### src/rtl/fpld_pkg.sv
package fpld_pkg;
  localparam int EXP_W    = 17;
  localparam int SIG_W    = 64;
  localparam int FR_W     = 1 + EXP_W + SIG_W;
  localparam int REG_BIAS = 65535;

  localparam logic [EXP_W-1:0] EXP_INT63  = 17'h1003E;
  localparam logic [EXP_W-1:0] EXP_NATVAL = 17'h1FFFE;
  localparam logic [EXP_W-1:0] EXP_INFNAN = 17'h1FFFF;

  localparam logic [1:0] SZ_SGL = 2'd0;
  localparam logic [1:0] SZ_DBL = 2'd1;
  localparam logic [1:0] FM_CVT = 2'd0;
  localparam logic [1:0] FM_INT = 2'd1;
  localparam logic [1:0] FM_FILL = 2'd2;
  localparam logic [1:0] KD_SPEC = 2'd1;
  localparam logic [1:0] KD_ADV  = 2'd2;
  localparam logic [1:0] UP_NONE = 2'd0;
  localparam logic [1:0] UP_REG  = 2'd1;
  localparam logic [1:0] UP_IMM  = 2'd2;

  typedef struct packed {
    logic              sign;
    logic [EXP_W-1:0]  exp;
    logic [SIG_W-1:0]  sig;
  } freg_t;

  function automatic freg_t natval_word();
    freg_t r;
    r.sign = 1'b0;
    r.exp  = EXP_NATVAL;
    r.sig  = '0;
    return r;
  endfunction

  function automatic freg_t int_word(input logic [SIG_W-1:0] bits);
    freg_t r;
    r.sign = 1'b0;
    r.exp  = EXP_INT63;
    r.sig  = bits;
    return r;
  endfunction
endpackage

### src/rtl/fpld_ieee_cvt.sv
module fpld_ieee_cvt
  import fpld_pkg::*;
#(
  parameter int EW   = 8,
  parameter int MW   = 23,
  parameter bit EXPL = 1'b0
) (
  input  logic [EW+MW:0] raw,
  output freg_t          fr
);
  localparam int SRC_BIAS = (1 << (EW - 1)) - 1;
  localparam logic [EXP_W-1:0] REBIAS  = EXP_W'(REG_BIAS - SRC_BIAS);
  localparam logic [EXP_W-1:0] SUB_EXP = EXP_W'(REG_BIAS - SRC_BIAS + 1);

  logic          sgn;
  logic [EW-1:0] e;
  logic [MW-1:0] m;
  logic          e_zero, e_max, m_zero;
  logic [SIG_W-1:0] sig_norm, sig_sub;

  assign sgn    = raw[EW+MW];
  assign e      = raw[EW+MW-1:MW];
  assign m      = raw[MW-1:0];
  assign e_zero = (e == '0);
  assign e_max  = (e == '1);
  assign m_zero = (m == '0);

  generate
    if (EXPL) begin : g_explicit
      assign sig_norm = SIG_W'(m);
      assign sig_sub  = SIG_W'(m);
    end else begin : g_hidden
      assign sig_norm = {1'b1, m, {(SIG_W-1-MW){1'b0}}};
      assign sig_sub  = {1'b0, m, {(SIG_W-1-MW){1'b0}}};
    end
  endgenerate

  always_comb begin
    fr.sign = sgn;
    if (e_zero && m_zero) begin
      fr.exp = '0;
      fr.sig = '0;
    end else if (e_zero) begin
      fr.exp = SUB_EXP;
      fr.sig = sig_sub;
    end else if (e_max) begin
      fr.exp = EXP_INFNAN;
      fr.sig = sig_norm;
    end else begin
      fr.exp = EXP_W'(e) + REBIAS;
      fr.sig = sig_norm;
    end
  end
endmodule

### src/rtl/fpld_unpack.sv
module fpld_unpack
  import fpld_pkg::*;
(
  input  logic [79:0] data,
  input  logic [1:0]  size,
  output freg_t       fr
);
  freg_t fr_sgl, fr_dbl, fr_ext;

  fpld_ieee_cvt #(.EW(8),  .MW(23), .EXPL(1'b0)) u_sgl (.raw(data[31:0]), .fr(fr_sgl));
  fpld_ieee_cvt #(.EW(11), .MW(52), .EXPL(1'b0)) u_dbl (.raw(data[63:0]), .fr(fr_dbl));
  fpld_ieee_cvt #(.EW(15), .MW(64), .EXPL(1'b1)) u_ext (.raw(data[79:0]), .fr(fr_ext));

  always_comb begin
    case (size)
      SZ_SGL:  fr = fr_sgl;
      SZ_DBL:  fr = fr_dbl;
      default: fr = fr_ext;
    endcase
  end
endmodule

### src/rtl/fpld_base_upd.sv
module fpld_base_upd
  import fpld_pkg::*;
#(
  parameter int AW    = 64,
  parameter int IMM_W = 9
) (
  input  logic [AW-1:0]    base,
  input  logic [1:0]       mode,
  input  logic [AW-1:0]    reg_op,
  input  logic             reg_nat,
  input  logic [IMM_W-1:0] imm,
  output logic [AW-1:0]    sum,
  output logic             nat
);
  logic [AW-1:0] imm_ext;
  logic [AW-1:0] addend;

  assign imm_ext = {{(AW-IMM_W){imm[IMM_W-1]}}, imm};

  always_comb begin
    case (mode)
      UP_REG:  addend = reg_op;
      UP_IMM:  addend = imm_ext;
      default: addend = '0;
    endcase
  end

  assign sum = base + addend;
  assign nat = (mode == UP_REG) && reg_nat;
endmodule

### src/rtl/fpld_format.sv
module fpld_format
  import fpld_pkg::*;
#(
  parameter int DATA_W = 128,
  parameter int AW     = 64,
  parameter int IMM_W  = 9
) (
  input  logic              clk,
  input  logic              rst_n,
  input  logic              in_valid,
  input  logic [DATA_W-1:0] ld_data,
  input  logic [1:0]        ld_size,
  input  logic [1:0]        ld_form,
  input  logic [1:0]        ld_kind,
  input  logic              page_nonspec,
  input  logic              defer_req,
  input  logic [AW-1:0]     base_addr,
  input  logic [1:0]        upd_mode,
  input  logic [AW-1:0]     upd_reg,
  input  logic              upd_reg_nat,
  input  logic [IMM_W-1:0]  upd_imm,
  output logic              out_valid,
  output logic [FR_W-1:0]   fr_value,
  output logic [AW-1:0]     acc_addr,
  output logic [AW-1:0]     new_base,
  output logic              new_base_nat,
  output logic              adv_tbl_ins
);
  freg_t         cvt_fr, fill_fr, res_fr;
  logic          sel_natval, sel_advzero, ins_req;
  logic [AW-1:0] upd_sum;
  logic          upd_nat;
  logic          unused_hi;

  assign unused_hi = ^ld_data[DATA_W-1:FR_W];

  fpld_unpack u_unpack (.data(ld_data[79:0]), .size(ld_size), .fr(cvt_fr));

  fpld_base_upd #(.AW(AW), .IMM_W(IMM_W)) u_base (
    .base(base_addr), .mode(upd_mode), .reg_op(upd_reg),
    .reg_nat(upd_reg_nat), .imm(upd_imm), .sum(upd_sum), .nat(upd_nat)
  );

  assign fill_fr     = freg_t'(ld_data[FR_W-1:0]);
  assign sel_natval  = (ld_kind == KD_SPEC) && defer_req;
  assign sel_advzero = (ld_kind == KD_ADV) && page_nonspec;
  assign ins_req     = (ld_kind == KD_ADV) && !page_nonspec;

  always_comb begin
    if (sel_natval)                 res_fr = natval_word();
    else if (sel_advzero)           res_fr = (ld_form == FM_INT) ? int_word('0) : '0;
    else if (ld_form == FM_FILL)    res_fr = fill_fr;
    else if (ld_form == FM_INT)     res_fr = int_word(ld_data[SIG_W-1:0]);
    else                            res_fr = cvt_fr;
  end

  always_ff @(posedge clk or negedge rst_n) begin
    if (!rst_n) begin
      out_valid    <= 1'b0;
      fr_value     <= '0;
      acc_addr     <= '0;
      new_base     <= '0;
      new_base_nat <= 1'b0;
      adv_tbl_ins  <= 1'b0;
    end else begin
      out_valid   <= in_valid;
      adv_tbl_ins <= in_valid && ins_req;
      if (in_valid) begin
        fr_value     <= res_fr;
        acc_addr     <= base_addr;
        new_base     <= upd_sum;
        new_base_nat <= upd_nat;
      end
    end
  end


  vld_follow_chk: assert property (@(posedge clk) disable iff (!rst_n)
    in_valid |=> out_valid);

  vld_idle_chk: assert property (@(posedge clk) disable iff (!rst_n)
    !in_valid |=> !out_valid);

  int_form_chk: assert property (@(posedge clk) disable iff (!rst_n)
    (in_valid && ld_form == FM_INT && ld_kind == 2'd0)
      |=> (fr_value[SIG_W-1:0] == $past(ld_data[SIG_W-1:0])) && (fr_value[FR_W-2:SIG_W] == 17'h1003E));

  natval_chk: assert property (@(posedge clk) disable iff (!rst_n)
    (in_valid && ld_kind == KD_SPEC && defer_req) |=> fr_value == {1'b0, 17'h1FFFE, 64'd0});

  ins_kind_chk: assert property (@(posedge clk) disable iff (!rst_n)
    (in_valid && ld_kind != KD_ADV) |=> !adv_tbl_ins);

  ins_valid_chk: assert property (@(posedge clk) disable iff (!rst_n)
    adv_tbl_ins |-> out_valid);

  nonspec_zero_chk: assert property (@(posedge clk) disable iff (!rst_n)
    (in_valid && ld_kind == KD_ADV && page_nonspec && ld_form != FM_INT)
      |=> (fr_value == '0) && !adv_tbl_ins);

  base_nat_chk: assert property (@(posedge clk) disable iff (!rst_n)
    (in_valid && upd_mode != UP_REG) |=> !new_base_nat);

  acc_addr_chk: assert property (@(posedge clk) disable iff (!rst_n)
    in_valid |=> acc_addr == $past(base_addr));
endmodule

### config.mk
export PLATFORM = sky130hd
export DESIGN_NAME = fpld_format
export DESIGN_NICKNAME = d
export VERILOG_FILES = /design/src/rtl/fpld_pkg.sv /design/src/rtl/fpld_ieee_cvt.sv /design/src/rtl/fpld_unpack.sv /design/src/rtl/fpld_base_upd.sv /design/src/rtl/fpld_format.sv
export SDC_FILE = /design/constraint.sdc
export NUM_CORES = 1
export LEC_CHECK = 0
export ABC_AREA = 1
export BUFFER_PORTS_ARGS = -buffer_cell sky130_fd_sc_hd__buf_2
export CORE_MARGIN = 1
export CORE_UTILIZATION = 40
export DETAILED_ROUTE_END_ITERATION = 16
export PLACE_DENSITY = 0.65
export SYNTH_ARGS = -nofsm -noshare
export SYNTH_HDL_FRONTEND = slang
export SYNTH_SLANG_ARGS = --single-unit
### constraint.sdc
create_clock -name clk -period 0.8 [get_ports clk]
set_input_delay 0 -clock clk [delete_from_list [all_inputs] [get_ports clk]]
set_output_delay 0 -clock clk [all_outputs]
set_load 0.005 [all_outputs]
Word-level counts from Yosys, hierarchy flattened:

Cells that the tools add are included.
Widths: inputs -> output; s select.

* register bits after elaboration: 213
* input port bits: 279
* word-level logic and storage cells: 52

* $add $sub $neg: 4
* equal/unequal tests: 10
* mux-type cells: 16
* reduce and logical (&&, ||, !) cells: 16

Operator list (number)
* $mux 81: 10
* $mux 82: 4
* $pmux 82 s2: 1
* $pmux 64 s2: 1
* $add 64x64->64: 1
* $logic_not 64->1: 1
* $logic_not 52->1: 1
* $logic_not 23->1: 1
* $add 11x16->17 const B: 1
* $add 15x16->17 const B: 1
* $add 8x16->17 const B: 1
* $eq 15x15->1 const B: 1
* $logic_not 15->1: 1
* $eq 11x11->1 const B: 1
* $logic_not 11->1: 1
* $eq 2x1->1 const B: 4
* $eq 8x8->1 const B: 1
* $logic_and 1x1->1: 8
* $logic_not 8->1: 1
* $eq 2x2->1 const B: 3
* $logic_not 2->1: 1
* $logic_not 1->1: 1

Depth between registers and ports, before layout:

Gate-level depths: netlist of the first run.

* word-level depth: 9
* gate-level depth with buffers: 21
* mapped depth without buffers: 19

Cells and area by module:

From an unflattened synthesis of the first run, not the netlist that was laid out.

* cell total of the unflattened synthesis: 3380
* area, all modules: 19866.6 um^2

Modules (own cells, without submodules)
* fpld_format: instances 1, cells each 1116, area an instance 9524.1 um^2, sequential area each 5330.1 um^2
* fpld_base_upd: instances 1, cells each 1455, area an instance 6740.2 um^2, sequential area each 0.0 um^2
* fpld_unpack: instances 1, cells each 364, area an instance 1624.1 um^2, sequential area each 0.0 um^2
* fpld_ieee_cvt (u_unpack.u_ext): instances 1, cells each 174, area an instance 673.1 um^2, sequential area each 0.0 um^2
* fpld_ieee_cvt (u_unpack.u_dbl): instances 1, cells each 155, area an instance 665.6 um^2, sequential area each 0.0 um^2
* fpld_ieee_cvt (u_unpack.u_sgl): instances 1, cells each 116, area an instance 639.4 um^2, sequential area each 0.0 um^2

Worst setup path before layout of the first run:

No wires, ideal clock.

* kind: input to register
* start: input upd_mode[0]
* end: register new_base[61]
* setup time: 117 ps
* arrival: 2394 ps
* required time: 683 ps
* setup slack: -1711 ps
* stages: 19
* path buffers: 3
* path through: inv_1 -> ha_1 -> clkbuf_1 -> nand2_1 -> clkbuf_1 -> clkbuf_1 -> a21oi_1 -> ha_1 -> nand2_2 -> nor2_4 -> inv_2 -> nor2_1 -> inv_1 -> nor4_2 -> nand2_1 -> nand2_1 -> nand2_1 -> nand3_1 -> nand2_1

* cells in the longest elaborated chain, start to end: 3
* elaborated cells between the ends (all ways): 4

RTL lines
* start, declared: RTL line fpld_format.sv:18 `input logic [1:0] upd_mode,`
* $eq 2x2->1 or $eq 2x1->1 (tied branches): RTL line fpld_base_upd.sv:21 `case (mode)`
* $pmux 64 s2 *: RTL line fpld_base_upd.sv:21
* $add 64x64->64 *: RTL line fpld_base_upd.sv:28 `assign sum = base + addend;`
* end signal, assigned: RTL line fpld_format.sv:71 `new_base <= upd_sum;`
* end, declared: RTL line fpld_format.sv:25 `output logic [AW-1:0] new_base,`

Mark *: on every way between the ends. The rest lies on a longest branch, timed or not.
A chain may end at the register's enable or synchronous reset.

Worst setup path in the final report of the first run:

* start: input upd_mode[1]
* end: register new_base[55]

Same word-level chain as after synthesis.

==> impl_results.md, run 1 <==
* Cell area power density at 1450 mW/mm²
* DRC at 0
* DP HPWL at 57200 µm
* Tcrit/Tclk final at 254%
* GR Overflow Total at 0
* CTS Root Cell: clkbuf_16
* Worst-skew pair later-pin latency at 570 ps
* # diodes at 0
* Critical path type: input port to flop
* Finished Cell Area at 0.0290 mm²
* CP max FO at 8
* Post-synth EDFFs at 0
* Syn avg cell area at 6.43 µm²
* Post-Place Worst Slack at -1990 ps
* DRT Wirelength at 81200 µm
* Final critical-path required period at 2030 ps
* LEAKAGE at 14.3 nW
* Setup-failing EPs final at 339
* RSZ-0062 raised after global routing: true
* Synth area leaders: dfrtp_1 (34%), nand2_1 (22%), a21oi_1 (6.5%)
* Antenna violations before repair at 1
* Layout area overhead at 84.8%
* Slowest CP cell: ha_1
* Post-synthesis cell area at 0.0157 mm²
* Ys async rst share at 100%
* Final Skew at 0 ps
* WP buf/inv at 7
* First-pass GRT wire length at 118000 µm
* Die Area at 0.0401 mm²
* Die Ht at 200 µm
* Fin. max-slew vios at 0
* Post-synthesis sequential area ratio at 33.9%
* Post-Syn Instances at 2442
* WL/cell at 20.2 µm
* H-tree depth at 1
* Via count at 21500
* Core area at 0.0386 mm²
* Worst ir drop on vdd at 1550 µV
* CP top delay family: buffers and inverters
* Relative slew margins at 65.4%
* TritonCTS clock tree: built
* Clock-pin slew on the worst setup and hold paths at 80 ps
* Chip width at 200 µm
* CTS max path bufs at 3
* Footprint of the multi-input gates at 0.0127 mm²
* Ys Warns at 0
* Synthesized flop and latch total at 213
* Vias in the first global route at 21200
* Gr usage total at 37.4%
* Maxcap violations at 0
* IO buf count at 445
* Filler instances at 2877
* Outcome: complete, but fails checks
* Failing checks: hold timing, setup timing
* Final Hold Fails at 25
* First-pass DRT Iterations at 5
* Syn_nets at 2787
* Dpl cell area at 0.0226 mm²
* Max incr delay on CP at 280 ps
* CP dominant cell by count: nand2_1
* Row count at 72
* Critical path data arrival time at 2470 ps
* Starting Density at 40.6%
* CTS sink cnt at 213
* Top FF cell, synth: dfrtp_1
* Hold Crit Class: input port to asynchronous set/reset pin
* Fmax at 493 MHz
* Critical Path Start Type: input port
* Share of cells above drive strength 1 at 48.6%
* Largest net degree at the start of global routing at 51
* Vias per cell at 5.36
* CP required at 1240 ps
* Pwr Total at 42.0 mW
* Fin nets at 3824
* Initial DRC count at 1591
* Dominant cell type by area after synthesis: dfrtp_1
* GPL Wtd Cong at 0.975
* Final ANT Viol Nets at 0
* Crit end category: flop
* Setup ws final at -1230 ps
* Top Ports at 492
* Sequential standard cell area at 0.00533 mm²
* CTS buffer count at 26
* Area share of the largest cell type after synthesis at 33.9%
* Post-synthesis cell type count at 45
* Final hold slack at -89.9 ps
* Worst-margin pin slew at 519 ps
* Crit-path cells: buf_12 -> inv_12 -> ha_4 -> buf_12 -> buf_16 -> nand2_1 -> a21oi_2 -> ha_1 -> buf_4 -> nand2_4 -> o21ai_1 -> inv_1 -> nand2_1 -> o21bai_1 -> a21oi_2 -> buf_4 -> nand3_1 -> nand3_1 -> nand2_1
-- sequential cells by signal (all words and copies together) (netlist names) --
signal	flops
fr_value	82
out_valid	1
new_base_nat	1
acc_addr	64
adv_tbl_ins	1
new_base	64
-- metal layers --
metal / vias up / GRT usage, % / wire length, µm
li1: 9975 / - / -
met1: 10300 / 47.5 / 32500
met2: 1006 / 62.8 / 38600
met3: 244 / 5.47 / 5550
met4: 0 / 16.8 / 4540
met5: - / 0 / 0
-- through the flow --
step           setup TNS [ps]  hold WS, ps  utilization, %  std cells
2_1_floorplan          -86970         -296               -       2442
3_3_place_gp          -167850        -90.9            58.4       3738
3_5_place_dp          -169150        -87.0            58.4       3738
4_1_cts               -157890        -94.2            69.6       3977
5_1_grt               -146790        -68.5            75.1       4015
6_report              -132030        -89.9            75.1       4015
-- final timing paths --
path	from	to	slack [ps]	cells after the start
setup / recovery	upd_mode[1]	new_base[55]	-1230	19
hold / removal	rst_n	acc_addr[24]	-90	2
setup reg to reg	fr_value[66]	fr_value[66]	80	2
hold reg to reg	acc_addr[41]	acc_addr[41]	460	2
max in group asynchronous	rst_n	new_base[45]	260	3
min in group clk	ld_data[27]	fr_value[27]	0	4
-- cell usage after synthesis, types with 5 or more instances --
cell type and instances:
nor2_1 204, o21bai_1 5, nand3_1 110, o21ai_1 24, ha_1 65, nor2_4 5, xnor2_1 18, a31oi_1 7
a21oi_1 205, nor3_1 27, inv_2 22, clkbuf_1 64, nand3b_1 11, or2_1 7, buf_1 13, nand4_1 8
dfrtp_1 213, buf_2 18, o211ai_1 16, a21o_1 6, nand2_1 901, inv_1 225, nor2_2 11, o2111ai_1 9
o22ai_1 8, mux2i_1 5, nand2_2 16, a221oi_1 15, o21ai_0 166, a21boi_0 8
-- cells in the final DEF (no fill, tap or decap), drive strengths merged, types with 36 or more instances in the layout --
cell type	Yosys	routed
dlygate4sd3	0	141
buf	36	963
nor2	220	220
clkbuf	64	36
a21oi	207	207
nand2	919	919
o21ai	190	190
ha	65	65
nand3	112	112
dfrtp	213	213
inv	247	249
-- report_power, final --
group          switching [mW]  internal, mW
clock network            5.18          6.75
logic                    9.11          7.92
registers               0.916          12.1
-- timing repair --
item                                    4_1_cts  5_1_grt
hold buffers                                144        1
endpoints found under the setup margin      323      360
hold endpoints to repair                    367       25
gates cloned                                  5        3
gates resized for setup                     374      429
pin swaps                                    71      129
setup buffers                                46       42
-- layout make-up --
class	count	share of cell area, %
multi-input combinational	1879	43.9
timing repair buffer	1109	29.2
sequential	213	18.4
inverter	250	3.44
clock buffer	33	2.51
tap	518	2.23
clock inverter	13	0.371
-- cells by family (layout without fill, tap and decap cells) --
kind of cell / after synthesis / after routing / share of synthesized area [%]
simple gates: 1308 / 1308 / 33.8
xor+xnor: 19 / 19 / 1.06
fa+ha+maj: 66 / 66 / 5.31
compound gates: 481 / 481 / 16.9
buf+inv: 350 / 1405 / 8.68
flops: 213 / 213 / 33.9
mux: 5 / 5 / 0.319
(Power assumes the default switching activity.)
==> run 2, diff against run 1 <==
--- a/config.mk
+++ b/config.mk
@@ -11,6 +11,8 @@
 export CORE_UTILIZATION = 40
 export DETAILED_ROUTE_END_ITERATION = 16
 export PLACE_DENSITY = 0.65
+export SKIP_CTS_REPAIR_TIMING = 1
+export SKIP_LAST_GASP = 1
 export SYNTH_ARGS = -nofsm -noshare
 export SYNTH_HDL_FRONTEND = slang
 export SYNTH_SLANG_ARGS = --single-unit
==> impl_results.md, run 2 (synthesis results as in run 1) <==
* Setup TNS Final at -136420 ps (was -132030 ps)
* Row count at 72 (unchanged)
* H-tree depth at 1 (unchanged)
* Net Sw Frac at 36.2% (about the same)
* Crit path from: upd_mode[0] (was upd_mode[1])
* Post-layout util at 72.9% (was 75.1%)
* Relative slew margins at 67.2% (was 65.4%)
* Chip width at 200 µm (unchanged)
* Final ANT Viol Nets at 0 (unchanged)
* Via count at 21200 (was 21500)
* Die Area at 0.0401 mm² (unchanged)
* IO buf count at 445 (unchanged)
* Clock share of power at 28.9% (was 28.4%)
* Hold Crit Class: input port to asynchronous set/reset pin (unchanged)
* Maxcap violations at 0 (unchanged)
* Commonest non-fill, non-tap cells in the layout: nand2_1 (781), buf_2 (441), buf_4 (431), dfrtp_1 (213), inv_1 (191) (was nand2_1 (748), buf_2 (429), buf_4 (429), dfrtp_1 (210), inv_1 (183))
* Biggest regs: fr_value: 82 flops, acc_addr: 64 flops, new_base: 64 flops (unchanged)
* Vias in the first global route at 19100 (was 21200)
* Final hold slack at -90.8 ps (was -89.9 ps)
* Int Power at 26.3 mW (was 26.8 mW)
* Fin. max-slew vios at 0 (unchanged)
* Filler instances at 3038 (was 2877)
* Critical Path Start Type: input port (unchanged)
* Cell area power density at 1460 mW/mm² (was 1450 mW/mm²)
* DRC at 0 (unchanged)
* Share of cells above drive strength 1 at 47.2% (was 48.6%)
* Worst ir drop on vdd at 1530 µV (was 1550 µV)
* Setup ws final at -1200 ps (was -1230 ps)
* Worst-skew pair later-pin latency at 570 ps (about the same)
* Final critical-path required period at 2000 ps (was 2030 ps)
* CTS sink cnt at 213 (unchanged)
* Critical path data arrival time at 2440 ps (was 2470 ps)
* Most Crowded Layer GR: met2 (unchanged)
* GPL Wtd Cong at 0.975 (unchanged)
* Setup-failing EPs final at 332 (was 339)
* Inst Count DP at 3738 (unchanged)
* Gr usage total at 33.9% (was 37.4%)
* Starting Density at 40.6% (unchanged)
* GR Overflow Total at 0 (unchanged)
* Largest net degree at the start of global routing at 51 (unchanged)
* CP max FO at 7 (was 8)
* DRT Wirelength at 78600 µm (was 81200 µm)
* Non-Filler Instances at 3973 (was 4015)
* Final Hold Fails at 46 (was 25)
* TritonCTS clock tree: built (unchanged)
* Critical path type: input port to flop (unchanged)
* GR Layer Usage met1 at 45.0% (was 47.5%)
* Fmax at 501 MHz (was 493 MHz)
* CP required at 1240 ps (about the same)
* Clock-pin slew on the worst setup and hold paths at 80 ps (about the same)
* Initial DRC count at 1542 (was 1591)
* RSZ-0062 raised after global routing: true (unchanged)
* Combinational share of power at 39.6% (was 40.5%)
* Largest register FFs at 82 (unchanged)
* Layout area overhead at 79.5% (was 84.8%)
* Worst R2R Start: new_base[58] (was fr_value[66])
* CTS Root Cell: clkbuf_16 (unchanged)
* Worst-margin pin slew at 491 ps (was 519 ps)
* CTS buffer count at 26 (unchanged)
* First-pass DRT Iterations at 5 (unchanged)
* Seq pwr share at 31.6% (was 31.1%)
* Tcrit/Tclk final at 250% (was 254%)
* Fin nets at 3781 (was 3824)
* Die Ht at 200 µm (unchanged)
* Post-Place Worst Slack at -1990 ps (unchanged)
* DP HPWL at 57200 µm (unchanged)
* LEAKAGE at 13.9 nW (was 14.3 nW)
* Top Ports at 492 (unchanged)
* P_sw at 14.9 mW (was 15.2 mW)
* WL/cell at 19.8 µm (was 20.2 µm)
* Crit end category: flop (unchanged)
* Commonest non-fill, non-tap cell in the layout: nand2_1 (unchanged)
* Failing checks: hold timing, setup timing (unchanged)
* Met2 GRT Util at 56.0% (was 62.8%)
* CTS max path bufs at 3 (unchanged)
* Antenna violations before repair at 1 (unchanged)
* Top reg by flops: fr_value (unchanged)
* Final Skew at 0 ps (unchanged)
* First-pass GRT wire length at 107000 µm (was 118000 µm)
* Met3 GRT Util at 4.49% (was 5.47%)
* Outcome: complete, but fails checks (unchanged)
* Core area at 0.0386 mm² (unchanged)
* Vias per cell at 5.34 (was 5.36)
run 2: cell types whose count changed in the layout (fill, tap and decap cells not counted), moves of 10 or more:
| cell | before | now |
|---|---|---|
| buf_6 | 59 | 26 |
| nand2_1 | 748 | 781 |
| nand2_2 | 109 | 81 |
| a21oi_2 | 82 | 108 |
| a21oi_1 | 76 | 54 |
| dlygate4sd3_1 | 141 | 121 |
| xnor2_1 | 0 | 17 |
| nor2_2 | 49 | 34 |
| buf_2 | 429 | 441 |
| ha_4 | 47 | 57 |
| nor2_1 | 94 | 104 |
| xnor2_2 | 11 | 1 |
run 2: path summary, 6_finish.rpt:
| check | end | slack (ps) | cells past startpoint |
|---|---|---|---|
| hold / removal | acc_addr[24] | -90 | 2 |
| hold reg to reg | acc_addr[44] | 460 | 2 |
| min in group clk | fr_value[36] | -60 | 4 |
| setup reg to reg | new_base[58] | 70 | 2 |
| max in group asynchronous | acc_addr[53] | 300 | 3 |
| setup / recovery | new_base[60] | -1200 | 16 |
run 2: metrics by stage:
stage | power [mW] | instance area, µm²
2_1_floorplan | 18.8 | 16900
3_3_place_gp | 25.5 | 22600
3_5_place_dp | 25.6 | 22600
4_1_cts | 37.6 | 23400
5_1_grt | 42.9 | 28200
6_report | 41.2 | 28200
run 2: power by group through the flow:
stage               combinational [mW]  sequential [mW]  clock, mW
floorplan                         5.66             13.1          0
global placement                  12.4             13.1          0
detailed placement                12.5             13.1          0
CTS                               12.6             13.0       12.0
global route                      17.3             13.1       12.4
finish                            16.3             13.0       11.9
run 2: area by class of cell:
type	count	area (µm²)	share of cell area [%]
Timing Repair Buffer	1066	7870	27.9
Multi-Input combinational cell	1879	12500	44.4
Clock buffer	33	728	2.58
Clock inverter	13	108	0.382
Inverter	250	982	3.48
Tap cell	518	648	2.30
Sequential cell	213	5330	18.9
Antenna cell	1	2.50	0.00888
run 2: routing by layer:
layer / vias to the layer above / share of wire, %
met3: 209 / 7.3
met1: 10100 / 41
met2: 1044 / 47
li1: 9884 / -
met5: - / 0
met4: 0 / 5.0
run 2: critical path, cell delays in order:
cell and delay (ps):
buf_8 100, inv_8 30, ha_4 260, buf_12 160
buf_12 150, buf_12 140, a21oi_2 170, ha_4 250
a21o_1 200, o21bai_2 240, a21oi_2 150, nand2_1 90
a21oi_2 200, nand3_1 130, nand3_2 90, nand2_1 60
